`src/rtl/cfg_chain_pkg.sv`:
```
package cfg_chain_pkg;
  parameter int unsigned CFG_NUM_REGS = 98;
  parameter int unsigned CFG_DATA_W   = 10;
  parameter logic [CFG_DATA_W-1:0] CFG_RST_VAL = 10'h200;
  localparam int unsigned CFG_ADDR_W  = $clog2(CFG_NUM_REGS);
  localparam int unsigned CFG_FRAME_W = 1 + CFG_ADDR_W + CFG_DATA_W;

  typedef struct packed {
    logic                  wr;
    logic [CFG_ADDR_W-1:0] addr;
    logic [CFG_DATA_W-1:0] data;
  } cfg_frame_t;
endpackage

```
`src/rtl/cfg_sync_edge.sv`:
```
module cfg_sync_edge #(
  parameter int unsigned W = 3
) (
  input  logic         clk_i,
  input  logic         rst_ni,
  input  logic [W-1:0] async_i,
  output logic [W-1:0] level_o,
  output logic [W-1:0] rise_o
);
  logic [W-1:0] s1_q, s2_q, s3_q;

  for (genvar g = 0; g < W; g++) begin : g_bit
    always_ff @(posedge clk_i or negedge rst_ni) begin
      if (!rst_ni) begin
        s1_q[g] <= 1'b0;
        s2_q[g] <= 1'b0;
        s3_q[g] <= 1'b0;
      end else begin
        s1_q[g] <= async_i[g];
        s2_q[g] <= s1_q[g];
        s3_q[g] <= s2_q[g];
      end
    end
    assign rise_o[g] = s2_q[g] & ~s3_q[g];
  end

  assign level_o = s2_q;

  // a rise lasts exactly one cycle
  for (genvar g = 0; g < W; g++) begin : g_chk
    p_rise_single_r3: assert property (@(posedge clk_i) disable iff (!rst_ni)
      rise_o[g] |=> !rise_o[g]);
  end
endmodule

```
`src/rtl/cfg_frame_shifter.sv`:
```
module cfg_frame_shifter
  import cfg_chain_pkg::*;
(
  input  logic                  clk_i,
  input  logic                  rst_ni,
  input  logic                  shift_i,
  input  logic                  sdi_i,
  input  logic                  rd_load_i,
  input  logic [CFG_DATA_W-1:0] rd_data_i,
  output cfg_frame_t            frame_o
);
  logic [CFG_FRAME_W-1:0] frame_q;

  always_ff @(posedge clk_i or negedge rst_ni) begin
    if (!rst_ni) begin
      frame_q <= '0;
    end else if (rd_load_i) begin
      frame_q[CFG_DATA_W-1:0] <= rd_data_i;
    end else if (shift_i) begin
      frame_q <= {frame_q[CFG_FRAME_W-2:0], sdi_i};
    end
  end

  assign frame_o = cfg_frame_t'(frame_q);

  p_shift_in_r3: assert property (@(posedge clk_i) disable iff (!rst_ni)
    shift_i && !rd_load_i |=>
      frame_q == {$past(frame_q[CFG_FRAME_W-2:0]), $past(sdi_i)});

  p_read_keeps_header_r5: assert property (@(posedge clk_i) disable iff (!rst_ni)
    rd_load_i |=> frame_q[CFG_FRAME_W-1:CFG_DATA_W] == $past(frame_q[CFG_FRAME_W-1:CFG_DATA_W]));

  p_read_data_r5: assert property (@(posedge clk_i) disable iff (!rst_ni)
    rd_load_i |=> frame_q[CFG_DATA_W-1:0] == $past(rd_data_i));
endmodule

```
`src/rtl/cfg_reg_bank.sv`:
```
module cfg_reg_bank
  import cfg_chain_pkg::*;
(
  input  logic                               clk_i,
  input  logic                               rst_ni,
  input  logic                               wr_en_i,
  input  logic [CFG_ADDR_W-1:0]              addr_i,
  input  logic [CFG_DATA_W-1:0]              wr_data_i,
  output logic [CFG_DATA_W-1:0]              rd_data_o,
  output logic [CFG_NUM_REGS*CFG_DATA_W-1:0] regs_o
);
  logic [CFG_DATA_W-1:0] bank_q [CFG_NUM_REGS];
  logic                  addr_ok;

  assign addr_ok = {1'b0, addr_i} < (CFG_ADDR_W+1)'(CFG_NUM_REGS);

  for (genvar g = 0; g < CFG_NUM_REGS; g++) begin : g_reg
    always_ff @(posedge clk_i or negedge rst_ni) begin
      if (!rst_ni)                                         bank_q[g] <= CFG_RST_VAL;
      else if (wr_en_i && addr_i == CFG_ADDR_W'(g))        bank_q[g] <= wr_data_i;
    end
    assign regs_o[g*CFG_DATA_W +: CFG_DATA_W] = bank_q[g];
  end

  always_comb begin
    rd_data_o = '0;
    if (addr_ok) rd_data_o = bank_q[addr_i];
  end

  p_write_lands_r4: assert property (@(posedge clk_i) disable iff (!rst_ni)
    wr_en_i && addr_ok |=> bank_q[$past(addr_i)] == $past(wr_data_i));

  p_oob_write_ignored_r6: assert property (@(posedge clk_i) disable iff (!rst_ni)
    wr_en_i && !addr_ok |=> $stable(regs_o));

  p_no_write_no_change_r8: assert property (@(posedge clk_i) disable iff (!rst_ni)
    !wr_en_i |=> $stable(regs_o));

  p_oob_read_zero_r7: assert property (@(posedge clk_i) disable iff (!rst_ni)
    !addr_ok |-> rd_data_o == '0);
endmodule

```
`src/rtl/cfg_chain_slave.sv`:
```
module cfg_chain_slave
  import cfg_chain_pkg::*;
(
  input  logic                               clk_i,
  input  logic                               rst_ni,
  input  logic                               sclk_i,
  input  logic                               sdi_i,
  input  logic                               load_i,
  output logic                               sdo_o,
  output logic [CFG_NUM_REGS*CFG_DATA_W-1:0] cfg_regs_o
);
  localparam int unsigned IdxSclk = 0;
  localparam int unsigned IdxSdi  = 1;
  localparam int unsigned IdxLoad = 2;

  logic [2:0]            in_level, in_rise;
  logic                  load_rise, shift_en, wr_en, rd_load;
  logic [CFG_DATA_W-1:0] rd_data;
  cfg_frame_t            frame;

  cfg_sync_edge #(.W(3)) u_sync (
    .clk_i   (clk_i),
    .rst_ni  (rst_ni),
    .async_i ({load_i, sdi_i, sclk_i}),
    .level_o (in_level),
    .rise_o  (in_rise)
  );

  assign shift_en  = in_rise[IdxSclk];
  assign load_rise = in_rise[IdxLoad];
  assign wr_en     = load_rise &  frame.wr;
  assign rd_load   = load_rise & ~frame.wr;

  cfg_frame_shifter u_frame (
    .clk_i     (clk_i),
    .rst_ni    (rst_ni),
    .shift_i   (shift_en),
    .sdi_i     (in_level[IdxSdi]),
    .rd_load_i (rd_load),
    .rd_data_i (rd_data),
    .frame_o   (frame)
  );

  cfg_reg_bank u_bank (
    .clk_i     (clk_i),
    .rst_ni    (rst_ni),
    .wr_en_i   (wr_en),
    .addr_i    (frame.addr),
    .wr_data_i (frame.data),
    .rd_data_o (rd_data),
    .regs_o    (cfg_regs_o)
  );

  assign sdo_o = frame.wr;

  p_oob_read_frame_zero_r7: assert property (@(posedge clk_i) disable iff (!rst_ni)
    rd_load && ({1'b0, frame.addr} >= (CFG_ADDR_W+1)'(CFG_NUM_REGS)) |=> frame.data == '0);

  p_sdo_moves_on_shift_only_r3: assert property (@(posedge clk_i) disable iff (!rst_ni)
    !shift_en |=> $stable(sdo_o));
endmodule

```
`config.mk`:
```
export PLATFORM = sky130hd
export DESIGN_NAME = cfg_chain_slave
export DESIGN_NICKNAME = d
export VERILOG_FILES = /design/src/rtl/cfg_chain_pkg.sv /design/src/rtl/cfg_sync_edge.sv /design/src/rtl/cfg_frame_shifter.sv /design/src/rtl/cfg_reg_bank.sv /design/src/rtl/cfg_chain_slave.sv
export SDC_FILE = /design/constraint.sdc
export NUM_CORES = 1
export LEC_CHECK = 0
export BUFFER_PORTS_ARGS = -buffer_cell sky130_fd_sc_hd__buf_2
export CORE_MARGIN = 2
export CORE_UTILIZATION = 25
export CTS_BUF_LIST = sky130_fd_sc_hd__clkbuf_16
export DETAILED_ROUTE_END_ITERATION = 6
export SETUP_SLACK_MARGIN = 0.1
export SLEW_MARGIN = 20
export SYNTH_ARGS = -nofsm -noshare
export SYNTH_HDL_FRONTEND = slang
export SYNTH_SLANG_ARGS = --single-unit
```
`constraint.sdc`:
```
create_clock -name clk_i -period 4.78 [get_ports clk_i]
set_clock_uncertainty 0.1 [all_clocks]
set_input_delay 0.239 -clock clk_i [delete_from_list [all_inputs] [get_ports clk_i]]
set_output_delay 0.239 -clock clk_i [all_outputs]
set_load 0.005 [all_outputs]
```
# Word-level counts from Yosys, hierarchy flattened
# Index checks and enable logic that the tools add are counted.
# W data, S select, Z words.
dict set report totals {
  latch_bits 0
  elab_cells 323
  memories 0
  ram_bits 0
  romBits 0
  regBits 1006
}
dict set report classes {
  n_bitwise 9
  shift 0
  n_mul 0
  reduce_logical 101
  add_sub_neg 0
  n_mux 6
  order_cmp 2
  n_div 0
  eq_ne 97
}
# cell n
set op_table {}
lappend op_table {{$eq A7 B7 Y1 const B} 34}
lappend op_table {{$eq A7 B6 Y1 const B} 32}
lappend op_table {{$eq A7 B5 Y1 const B} 16}
lappend op_table {{$logic_and A1 B1 Y1} 98}
lappend op_table {{$bmux W10 S7} 1}
lappend op_table {{$eq A7 B4 Y1 const B} 8}
lappend op_table {{$mux W10} 5}
lappend op_table {{$eq A7 B3 Y1 const B} 4}
lappend op_table {{$eq A7 B2 Y1 const B} 2}
lappend op_table {{$ge A8 B8 Y1 const B} 1}
lappend op_table {{$not A7 Y8} 1}
lappend op_table {{$eq A7 B1 Y1 const B} 1}
lappend op_table {{$logic_not A7 Y1} 1}
lappend op_table {{$lt A7 B7 Y1 const B} 1}
lappend op_table {{$and A1 B1 Y1} 4}
lappend op_table {{$not A1 Y1} 4}
lappend op_table {{$reduce_and A2 Y1} 1}
lappend op_table {{$reduce_bool A2 Y1} 1}

# Depth between registers and ports, before layout
dict set report logic_depth {
  ltp_word 6
  mapped_depth 12
}

# By module
# From an unflattened synthesis, not the netlist that was laid out.
dict set report hier_totals {
  hier_cells 2922
  hier_area_um2 46184.3
}
# module area_each_um2 instances cells_per_inst
set modules_own_cells {}
lappend modules_own_cells {cfg_reg_bank 45100.8 1 2847}
lappend modules_own_cells {cfg_frame_shifter 800.8 1 61}
lappend modules_own_cells {cfg_sync_edge 266.5 1 12}
lappend modules_own_cells {cfg_chain_slave 16.3 1 2}

# Least setup slack after synthesis
# No wires, ideal clock.
dict set report synth_path {
  kind {reg-to-reg}
  start {register u_frame.frame_q[10], in the netlist u_frame.frame_o[10]}
  end {register u_frame.frame_q[3], in the netlist u_frame.frame_o[3]}
  path_stages_with_launch 8
  setup_ps 147
  required_time_ps 4533
  arrival_time_ps 2277
  period_less_slack_ps 2525
  path_slack_ps 2255
  path_cell_list {dfrtp_1 > buf_6 > buf_2 > buf_2 > mux4_2 > mux4_2 > a31oi_1 > a22oi_1}
}
dict set report synth_between {
  elab_chain_len 6
  word_cells_on_any_way 7
}
# item line
set synth_rtl {}
lappend synth_rtl {{from (decl)} cfg_frame_shifter.sv:12} ;# logic [CFG_FRAME_W-1:0] frame_q;
lappend synth_rtl {{from (signal, indexed assignment)} cfg_frame_shifter.sv:18} ;# frame_q[CFG_DATA_W-1:0] <= rd_data_i;
lappend synth_rtl {{from (signal assigned)} cfg_frame_shifter.sv:20} ;# frame_q <= {frame_q[CFG_FRAME_W-2:0], sdi_i};
lappend synth_rtl {{$not A7 Y8 (implied by the code)} cfg_reg_bank.sv:27} ;# if (addr_ok) rd_data_o = bank_q[addr_i];
lappend synth_rtl {{$bmux W10 S7} cfg_reg_bank.sv:27}
lappend synth_rtl {{$mux W10 (implied by the code) (2 in series)} cfg_reg_bank.sv:27}
lappend synth_rtl {{$mux W10 (*)} cfg_reg_bank.sv:27}
lappend synth_rtl {{$mux W10 (*)} cfg_frame_shifter.sv:17} ;# end else if (rd_load_i) begin
# Mark *: on every way between the ends. The rest lies on a longest branch, timed or not. The select of a mux whose other input is x is not followed.
# A chain may end at the register's enable or synchronous reset.

# Worst setup path in the final report
dict set report layout_path {
  start {register u_frame.frame_q[10], in the netlist u_frame.frame_o[10]}
  end {register u_frame.frame_q[0], in the netlist u_frame.frame_o[0]}
}
# Same word-level chain as after synthesis.

==> run summary <==
Clock Path Buffers: 3
drt drc: 0
RSZ-0062 raised after global routing: no
Synth area leaders: dfrtp_1 (49%), mux2_2 (24%), mux4_2 (12%)
max_cap viols: 0
CTS H-Tree Depth: 3
crit end category: flip-flop
Hold Crit Class: in -> async
fin nets: 3912
Ys Warns: 0
Synth top cells by count: mux2_2 (969), dfrtp_1 (908), mux4_2 (245)
area share of the largest cell type after synthesis: 0.494
Synth area leader: dfrtp_1
Die H: 433 um
port bufs: 985
P_int: 13.3 mW
post-synthesis adder-cell area fraction: 0
ys flop type: dfrtp_1
sw frac: 0.241
PD cells: 304 nW/um2
fmax: 0.240 GHz
Clock Pin Slew Worst Setup and Hold Paths: 60 ps
CTS buffer count: 116
die area: 187000 um2
Final min period: 4170 ps
clock share of power: 0.498
setup violators final: 0
Psw: 4.23 mW
Reg2Reg Setup Slack: 610 ps
GRT Resource Usage Total: 0.239
r2r endpoint: u_frame.frame_o[0]$_DFFE_PN0P_
Yosys reg bits: 1006
placer congestion estimate: 0.915
FFs w/ async S/R, synth: 1.00
Fillers: 18300
Clock Latency Late Sink: 790 ps
CP max stage delay: 770 ps
Routed Antenna Nets: 0
Rel. slew slack: 0.212
CP Depth: 8
Placed Instances: 6248
Pre-Repair DR Iteration Count: 5
WP data arrival: 4740 ps
area grow syn2layout: 25.5%
via count of the first global-routing pass: 32701
status: finished, final reports clean
Comb power frac: 0.014
Slew Viols, Final: 0
syn_area_per_cell: 15.7 um2
top-count cell post-synth: mux2_2
main combinational cell family by area after synthesis: multiplexers
Die X: 433 um
Synth Area in Compound Gates: 0.0174
Finished Layout Cells: 6478
Initial Utilization: 0.251
simple-gate share of the synthesized area: 0.0262
Post-synth EDFFs: 0
reg2reg path depth: 8
CTS sink cnt: 1006
final hold violations: 0
initial antenna violation count: 19
critical path class: reg -> reg
register area: 25400 um2
r2r startpoint: u_frame.frame_o[10]$_DFFE_PN0P_
Crit path top cell by count: buf_12
Slowest-stage cell, CP: a2111oi_2
sequential share of power: 0.488
CP top delay family: compound AO/OA/AOI/OAI gates
setup TNS: 0 ps
synthesized area: 46000 um2
synth unique cells: 54
Clock Tree Root: clkbuf_16
XOR/XNOR share of the synthesized area: 0
register area share after synthesis: 0.550
vias per cell: 5.07
Syn Inst Count: 2932
Remaining Overflow, GRT: 0
Placed Instance Area: 54000 um2
CTS tree: yes
largest net degree at the start of global routing: 135
VDD IR-drop max: 0.312 mV
crit start category: flip-flop
drt wl/cell: 35.5 um
pin slew with the least headroom to its limit: 1180 ps
Post-DP HPWL: 170 mm
starting DRC count in detailed routing: 2742
Crit Path Max Fanout: 28
area of the multi-input gates: 19600 um2
Core Rows: 157
Data required, critical path: 5350 ps
layout cell share with drive strength beyond 1: 0.653
Design Area, Final: 57700 um2
IO Count: 986
Core Region: 183000 um2
Leakage: 29.3 nW
Final period util: 0.873
worst path cell trace: buf_12, buf_12, mux4_2, a22oi_1, a21oi_1, a2111oi_2, o31ai_1, a31o_1
worst hold slack: 44.4 ps
Buf+Inv Stages, Crit Path: 2
Vias: 32827
first-pass GRT wire length: 305 mm
post-synth net total: 2937
drt total wl: 230 mm
mux cell area share after synthesis: 0.383
layout make-up:
| class | count | area share |
|---|---|---|
| clock buffer | 116 | 0.0503 |
| multi-input combinational | 1683 | 0.340 |
| inverter | 2 | 0.000130 |
| antenna | 5 | 0.000217 |
| tap | 2464 | 0.0534 |
| sequential | 1006 | 0.439 |
| timing repair buffer | 1098 | 0.104 |
| clock inverter | 104 | 0.0125 |
kinds of logic after synthesis:
logic type | count (synthesis)
AOI/OAI and AO/OA | 115
buffers and inverters | 243
DFF | 1006
muxes | 1326
and+or+nand+nor | 242
power groups by stage:
| stage | sequential (mW) | clock [mW] | combinational, mW |
|---|---|---|---|
| final | 8.56 | 8.74 | 0.244 |
| after floorplan | 8.68 | 0 | 0.0412 |
| after global placement | 8.71 | 0 | 0.249 |
| after global routing | 8.55 | 9.24 | 0.282 |
| after detailed placement | 8.71 | 0 | 0.253 |
| after CTS | 8.56 | 8.91 | 0.256 |
through the flow:
step / power, mW / setup WS (ps) / utilization
2_1_floorplan: 8.72 / 2260 / -
3_3_place_gp: 8.96 / 605 / 0.295
3_5_place_dp: 8.96 / 639 / 0.295
4_1_cts: 17.7 / 598 / 0.315
5_1_grt: 18.1 / 499 / 0.315
6_report: 17.5 / 607 / 0.316
worst reg2reg max path, stage by stage, from the launching register on:
cell and delay, ps:
dfrtp_4 720, buf_12 340, buf_12 330, mux4_2 600
a22oi_1 400, a21oi_1 280, a2111oi_2 780, o31ai_1 240
a31o_1 280
cells in the final DEF (no fill, tap or decap), types with 5 or more instances in the layout:
cell        instances
nand3_1            43
a22oi_1            21
a22o_1              9
diode_2             5
o21ai_0            13
mux2i_1            87
buf_4              94
inv_1              37
inv_6               7
mux2_1             25
bufinv_16           6
nor2_1             14
o2111ai_1           5
dfstp_2            98
clkinv_2           16
nor3_1              8
clkinvlp_4          6
clkbuf_16         116
buf_2             984
and2_1              5
nor2b_1             8
clkinv_1           25
nor2_2             19
buf_12             14
and3_1             19
mux4_2            245
dfrtp_4            14
dfrtp_1           891
a31oi_1            11
nand2_1            95
a21oi_1            28
mux2_2            969
per-layer routing:
layer	vias to the layer above	share of wire	track usage
met4	10	0.065	0.139
met3	434	0.068	0.0553
met2	1455	0.48	0.391
met1	17924	0.39	0.289
li1	13004	-	-
met5	-	0.00021	0
worst max-delay path by stage:
| stage | startpoint | slack, ps | end |
|---|---|---|---|
| 4_1_cts | u_frame.frame_o[10]$_DFFE_PN0P_ | 600 | u_frame.frame_o[0]$_DFFE_PN0P_ |
| 5_1_grt | u_frame.frame_o[10]$_DFFE_PN0P_ | 500 | u_frame.frame_o[0]$_DFFE_PN0P_ |
| 3_3_place_gp | u_frame.frame_o[10]$_DFFE_PN0P_ | 600 | u_frame.frame_o[0]$_DFFE_PN0P_ |
| 6_report | u_frame.frame_o[10]$_DFFE_PN0P_ | 610 | u_frame.frame_o[0]$_DFFE_PN0P_ |
| 3_5_place_dp | u_frame.frame_o[10]$_DFFE_PN0P_ | 640 | u_frame.frame_o[0]$_DFFE_PN0P_ |
| 2_1_floorplan | u_frame.frame_o[10]$_DFFE_PN0P_ | 2260 | u_frame.frame_o[3]$_DFFE_PN0P_ |
flip-flops by register name, indices dropped and copies added, names as in the netlist:
signal,count
u_bank.regs_o,980
u_sync.s3_q,2
u_sync.level_o,3
u_frame.frame_o,18
u_sync.s1_q,3
repair_timing:
action                    in CTS  in global routing
hold endpoints to repair      71                  0
setup buffers                  0                  0
gates resized for setup        0                  0
hold buffers                   4                  0
Note: power is estimated with default switching activity, not from simulation.
